$ cat src/rtl/lpm_tcam_pkg.sv
package lpm_tcam_pkg;
    typedef enum logic {
        LK_IDLE = 1'b0,
        LK_DONE = 1'b1
    } lk_state_t;
endpackage

$ cat src/rtl/lpm_tcam_rows.sv
module lpm_tcam_rows #(
    parameter int KEY_W = 32,
    parameter int ROWS  = 32,
    parameter int RES_W = 8,
    localparam int IDX_W = $clog2(ROWS),
    localparam int LEN_W = $clog2(KEY_W + 1)
) (
    input  logic                         clk,
    input  logic                         rst_n,
    input  logic                         wr_en,
    input  logic                         wr_del,
    input  logic [IDX_W-1:0]             wr_row,
    input  logic [KEY_W-1:0]             wr_value,
    input  logic [LEN_W-1:0]             wr_len,
    input  logic [RES_W-1:0]             wr_result,
    output logic [ROWS-1:0]              row_valid,
    output logic [ROWS-1:0][KEY_W-1:0]   row_value,
    output logic [ROWS-1:0][KEY_W-1:0]   row_mask,
    output logic [ROWS-1:0][RES_W-1:0]   row_result
);
    logic [KEY_W-1:0] new_mask;

    // Care bits are the leading prefix bits, counted from the MSB.
    always_comb begin
        int eff;
        eff = (int'(wr_len) > KEY_W) ? KEY_W : int'(wr_len);
        for (int i = 0; i < KEY_W; i++) begin
            new_mask[i] = (i >= KEY_W - eff);
        end
    end

    always_ff @(posedge clk) begin
        if (!rst_n) begin
            row_valid <= '0;
        end else if (wr_en && (int'(wr_row) < ROWS)) begin
            if (wr_del) begin
                row_valid[wr_row] <= 1'b0;
            end else begin
                row_valid[wr_row]  <= 1'b1;
                row_value[wr_row]  <= wr_value;
                row_mask[wr_row]   <= new_mask;
                row_result[wr_row] <= wr_result;
            end
        end
    end

    // an invalidate leaves the addressed row invalid
    p_invalidate_clears_r7: assert property (@(posedge clk) disable iff (!rst_n)
        (wr_en && wr_del && int'(wr_row) < ROWS) |=> !row_valid[$past(wr_row)]);

    // a load leaves the addressed row valid
    p_load_sets_valid_r9: assert property (@(posedge clk) disable iff (!rst_n)
        (wr_en && !wr_del && int'(wr_row) < ROWS) |=> row_valid[$past(wr_row)]);
endmodule

$ cat src/rtl/lpm_tcam_match.sv
module lpm_tcam_match #(
    parameter int KEY_W = 32,
    parameter int ROWS  = 32
) (
    input  logic [KEY_W-1:0]             key,
    input  logic [ROWS-1:0]              row_valid,
    input  logic [ROWS-1:0][KEY_W-1:0]   row_value,
    input  logic [ROWS-1:0][KEY_W-1:0]   row_mask,
    output logic [ROWS-1:0]              match_vec
);
    for (genvar r = 0; r < ROWS; r++) begin : g_row
        assign match_vec[r] = row_valid[r] &&
                              (((key ^ row_value[r]) & row_mask[r]) == '0);
    end
endmodule

$ cat src/rtl/lpm_tcam_pick.sv
module lpm_tcam_pick #(
    parameter int ROWS = 32,
    localparam int IDX_W = $clog2(ROWS)
) (
    input  logic [ROWS-1:0]  match_vec,
    output logic             any_hit,
    output logic [IDX_W-1:0] win_idx
);
    always_comb begin
        win_idx = '0;
        for (int i = ROWS - 1; i >= 0; i--) begin
            if (match_vec[i]) begin
                win_idx = IDX_W'(i);
            end
        end
    end

    assign any_hit = |match_vec;

    // no matching row sits below the chosen one
    always_comb begin
        if (any_hit) begin
            a_lowest_wins_r4: assert (match_vec[win_idx] &&
                ((match_vec & ((ROWS'(1) << win_idx) - ROWS'(1))) == '0));
        end
    end
endmodule

$ cat src/rtl/lpm_tcam.sv
module lpm_tcam
    import lpm_tcam_pkg::*;
#(
    parameter int KEY_W = 32,
    parameter int ROWS  = 32,
    parameter int RES_W = 8,
    parameter logic [RES_W-1:0] DEFAULT_RESULT = 8'hFF,
    localparam int IDX_W = $clog2(ROWS),
    localparam int LEN_W = $clog2(KEY_W + 1)
) (
    input  logic             clk,
    input  logic             rst_n,
    input  logic             wr_en,
    input  logic             wr_del,
    input  logic [IDX_W-1:0] wr_row,
    input  logic [KEY_W-1:0] wr_value,
    input  logic [LEN_W-1:0] wr_len,
    input  logic [RES_W-1:0] wr_result,
    input  logic             lk_req,
    input  logic [KEY_W-1:0] lk_key,
    output logic             rsp_valid,
    output logic             rsp_hit,
    output logic [IDX_W-1:0] rsp_index,
    output logic [RES_W-1:0] rsp_result
);
    logic [ROWS-1:0]             row_valid;
    logic [ROWS-1:0][KEY_W-1:0]  row_value;
    logic [ROWS-1:0][KEY_W-1:0]  row_mask;
    logic [ROWS-1:0][RES_W-1:0]  row_result;
    logic [ROWS-1:0]             match_vec;
    logic                        any_hit;
    logic [IDX_W-1:0]            win_idx;
    lk_state_t                   state;

    lpm_tcam_rows #(.KEY_W(KEY_W), .ROWS(ROWS), .RES_W(RES_W)) u_rows (
        .clk(clk), .rst_n(rst_n), .wr_en(wr_en), .wr_del(wr_del),
        .wr_row(wr_row), .wr_value(wr_value), .wr_len(wr_len),
        .wr_result(wr_result), .row_valid(row_valid), .row_value(row_value),
        .row_mask(row_mask), .row_result(row_result)
    );

    lpm_tcam_match #(.KEY_W(KEY_W), .ROWS(ROWS)) u_match (
        .key(lk_key), .row_valid(row_valid), .row_value(row_value),
        .row_mask(row_mask), .match_vec(match_vec)
    );

    lpm_tcam_pick #(.ROWS(ROWS)) u_pick (
        .match_vec(match_vec), .any_hit(any_hit), .win_idx(win_idx)
    );

    // State register: take_req -> LK_DONE, no_req -> LK_IDLE
    always_ff @(posedge clk) begin
        if (!rst_n) begin
            state <= LK_IDLE;
        end else begin
            state <= lk_req ? LK_DONE : LK_IDLE;
        end
    end

    // Response capture; rows are read before this edge's write lands
    always_ff @(posedge clk) begin
        if (!rst_n) begin
            rsp_hit    <= 1'b0;
            rsp_index  <= '0;
            rsp_result <= DEFAULT_RESULT;
        end else if (lk_req) begin
            rsp_hit    <= any_hit;
            rsp_index  <= any_hit ? win_idx : '0;
            rsp_result <= any_hit ? row_result[win_idx] : DEFAULT_RESULT;
        end
    end

    always_comb begin
        unique case (state)
            LK_IDLE: rsp_valid = 1'b0;
            LK_DONE: rsp_valid = 1'b1;
            default: rsp_valid = 1'b0;
        endcase
    end

    // a response follows each request and only a request
    p_resp_follows_req_r2: assert property (@(posedge clk) disable iff (!rst_n)
        lk_req |=> rsp_valid);
    p_no_resp_without_req_r2: assert property (@(posedge clk) disable iff (!rst_n)
        !lk_req |=> !rsp_valid);

    // a miss reports the default route and row zero
    p_miss_default_r5: assert property (@(posedge clk) disable iff (!rst_n)
        (rsp_valid && !rsp_hit) |-> (rsp_result == DEFAULT_RESULT && rsp_index == '0));

    // a hit needs a matching row at request time
    p_hit_needs_match_r4: assert property (@(posedge clk) disable iff (!rst_n)
        (lk_req && match_vec == '0) |=> !rsp_hit);
endmodule

$ cat config.mk
export PLATFORM = sky130hd
export DESIGN_NAME = lpm_tcam
export DESIGN_NICKNAME = d
export VERILOG_FILES = /design/src/rtl/lpm_tcam_pkg.sv /design/src/rtl/lpm_tcam_rows.sv /design/src/rtl/lpm_tcam_match.sv /design/src/rtl/lpm_tcam_pick.sv /design/src/rtl/lpm_tcam.sv
export SDC_FILE = /design/constraint.sdc
export NUM_CORES = 2
export LEC_CHECK = 0
export BUFFER_PORTS_ARGS = -buffer_cell sky130_fd_sc_hd__buf_4
export CORE_ASPECT_RATIO = 1.5
export CORE_UTILIZATION = 40
export CTS_CLUSTER_SIZE = 14
export DETAILED_ROUTE_END_ITERATION = 12
export PLACE_DENSITY = 0.64
export SETUP_SLACK_MARGIN = 0.3
export SLEW_MARGIN = 15
export SYNTH_ARGS = -nofsm -noshare
export SYNTH_HDL_FRONTEND = slang
export SYNTH_HIERARCHICAL = 1
export SYNTH_SLANG_ARGS = --single-unit
$ cat constraint.sdc
create_clock -name clk -period 6.6 [get_ports clk]
set_input_delay 1.32 -clock clk [delete_from_list [all_inputs] [get_ports clk]]
set_output_delay 1.32 -clock clk [all_outputs]
set_load 0.005 [all_outputs]
==> impl_metrics.tcl <==
set metrics [dict create \
    num_rows 213 \
    yosys.area.top_type "edfxtp_1" \
    crit_slowest_cell "a221oi_1" \
    cts_tree "done" \
    syn_area_um2 90100 \
    wire_per_inst_um 32.6 \
    ctsHoldBuffers 0 \
    pre_cts_ws_ns -0.377 \
    outcome "completed" \
    postCtsSetupBuffers 0 \
    io_buffers 102 \
    ant_nets 0 \
    post-route-period-util 0.963 \
    final_common_cell "edfxtp_1" \
    num-fill-cells 18700 \
    crit_top_cell "buf_12" \
    die-area_um2 227000 \
    worstMarginPinSlew_ns 1.32 \
    drt-pass1-iter-count 6 \
    avgSynthCellArea_um2 18.9 \
    grt_pass1_vias 46800 \
    cts-resized-gates 0 \
    numCtsBuffers 213 \
    synth_seq_cells 2351 \
    p_int_w 0.0231 \
    arrival_ns 7.05 \
    p_leak_nw 34.9 \
    clk_pin_slew_worst_paths_ns 0.06 \
    path_cells "buf_4 > buf_12 > xor2_1 > a221oi_1 > nand4_1 > nor3_1 > nor3_1 > o21ai_0 > a2111oi_0 > buf_4 > a221oi_4 > buf_12 > buf_12 > mux4_2 > nor2b_1 > nor4_1 > a221oi_1" \
    fin_crit_ns 6.35 \
    area_delta_synth_final_pct 14.2 \
    drive_gt1_frac 0.153 \
    peakVddDrop_v 0.000202 \
    synthTopCellsByArea "edfxtp_1 (77%), xor2_1 (10%), a22oi_1 (1.8%)" \
    cts_sinks 2351 \
    mostFrequentLayoutCells "edfxtp_1 (2304), xor2_1 (1025), buf_4 (348), clkbuf_16 (218), a22oi_1 (211)" \
    clk_latency_ns 0.86 \
    maxSlewHeadroom 0.118 \
    drtIter0Drc 5436 \
    ys_types 74 \
    synth_ff_type "edfxtp_1" \
    start_util 0.402 \
    synthArstFlopShare 0 \
    powerDensity_nw_per_um2 288 \
    final-max-slew-violation-count 0 \
    syn_nets 4854 \
    clk_path_buf_depth 4 \
    tns_ns 0 \
    synth_edf_count 2304 \
    gr-total-overflow 0 \
    dieWidth_um 389 \
    p_comb_frac 0.055 \
    vias_per_cell 5.65 \
    crit_path_end_kind "flip-flop" \
    p_sw_frac 0.219 \
    startpoint_type "input port" \
    max_freq_mhz 157 \
    syn_inst 4762 \
    clock-root-buffer "clkbuf_16" \
    critPathKind "input port to flip-flop" \
    p_switching_w 0.00651 \
    coreArea_um2 224000 \
    synth.yosys.warnings 6 \
    globalplace.congestion 0.954 \
    htreeDepth 4 \
    yosysSeqAreaShare 0.779 \
    grt_use_total 0.237 \
    die_height_um 583 \
    vias 47200 \
    hpwl_um 170000 \
    final_nets 5275 \
    routed_wl_um 272000 \
    drc 0 \
    netlist.area_leader.share 0.768 \
    grt_pass1_wl_um 371000 \
    cp_max_fo 20 \
    rsz0062_at_grt "false" \
    fin_ws_ns 0.245 \
    max_stage_delay_ns 1.08 \
    min_path_type "flip-flop to flip-flop" \
    p_clk_frac 0.387 \
    hold_violations 0 \
    antenna_found_initial 20 \
    fin_worst_skew_ns 0.0458 \
    ioPinCount 103 \
    cap_violations 0 \
    cp_data_required_time_ns 7.30 \
    grt_max_degree 73 \
    sequentialPowerShare 0.558 \
    setup_viol 0 \
]
[final cells by class]
cell class | instances | area (µm²) | share of cell area
clock buffer | 297 | 5820 | 0.0566
timing repair buffer | 396 | 3570 | 0.0347
sequential | 2351 | 70100 | 0.681
tap | 3010 | 3770 | 0.0366
inverter | 16 | 60.1 | 0.000584
antenna | 9 | 22.5 | 0.000219
clock inverter | 67 | 405 | 0.00394
multi-input combinational | 2205 | 19100 | 0.186
[power groups by stage]
stage	logic [W]	clock network [W]	registers, W
6_report	0.00163	0.0115	0.0165
5_1_grt	0.00166	0.0121	0.0165
4_1_cts	0.00162	0.0116	0.0165
3_5_place_dp	0.00161	0	0.0169
3_3_place_gp	0.00160	0	0.0169
2_1_floorplan	0.000651	0	0.0169
[per-layer routing]
metal | vias to the layer above | GRT usage | part of all wire
met3 | 583 | 0.0355 | 0.075
met1 | 24800 | 0.269 | 0.34
met5 | - | 0 | 0.00030
li1 | 19500 | - | -
met4 | 12 | 0.148 | 0.073
met2 | 2281 | 0.417 | 0.51
[logic make-up after synthesis]
group | synth area share
simple gates | 0.0271
xor+xnor | 0.0997
compound gates | 0.0586
buf+inv | 0.0161
mux | 0.0194
fa+ha+maj | 0.000556
flops | 0.779
[worst paths after layout]
check,from,to,slack [ns],depth (start not counted)
setup / recovery,lk_key[10],rsp_result[2],0.25,17
hold / removal,rsp_index[3],rsp_index[3],0.49,2
setup reg to reg,u_rows/row_value[446],rsp_result[2],0.66,16
hold reg to reg,rsp_index[3],rsp_index[3],0.49,2
[flip-flops by register name (all words and copies together), names as in the netlist, named ones only]
name,count
u_rows/row_result,256
state,1
rsp_hit,1
u_rows/row_value,1024
u_rows/row_mask,1024
rsp_index,5
rsp_result,8
[stage by stage]
| step | utilization | power, W | hold slack, ns | cells | cell area [µm²] |
|---|---|---|---|---|---|
| after detailed placement | 0.431 | 0.0185 | 0.485 | 7978 | 96700 |
| after CTS | 0.459 | 0.0298 | 0.496 | 8342 | 103000 |
| after global placement | 0.431 | 0.0185 | 0.476 | 7978 | 96700 |
| after floorplan | - | 0.0175 | 0.471 | 4762 | 90100 |
| after global routing | 0.459 | 0.0303 | 0.519 | 8346 | 103000 |
| final | 0.459 | 0.0296 | 0.488 | 8351 | 103000 |
[cells in the mapped netlist (23+ instances only)]
master / count
a21oi_1: 25
a221oi_1: 107
a222oi_1: 32
a22o_1: 122
a22oi_1: 212
buf_2: 70
buf_6: 60
clkbuf_1: 35
dfxtp_1: 47
edfxtp_1: 2304
mux2i_1: 43
mux4_1: 24
mux4_2: 28
nand2_1: 86
nand3_1: 52
nand4_1: 80
nor2_1: 95
o211a_1: 36
o21ai_0: 23
xor2_1: 1025
[critical path, delay by kind of cell]
kind	cells	cell delay (ns)
buffers and inverters	5	1.09
and+or+nand+nor	5	2.11
AOI/OAI and AO/OA	5	1.85
xor gates and xnor gates	1	0.11
muxes	1	0.48
(Power assumes the default switching activity.)
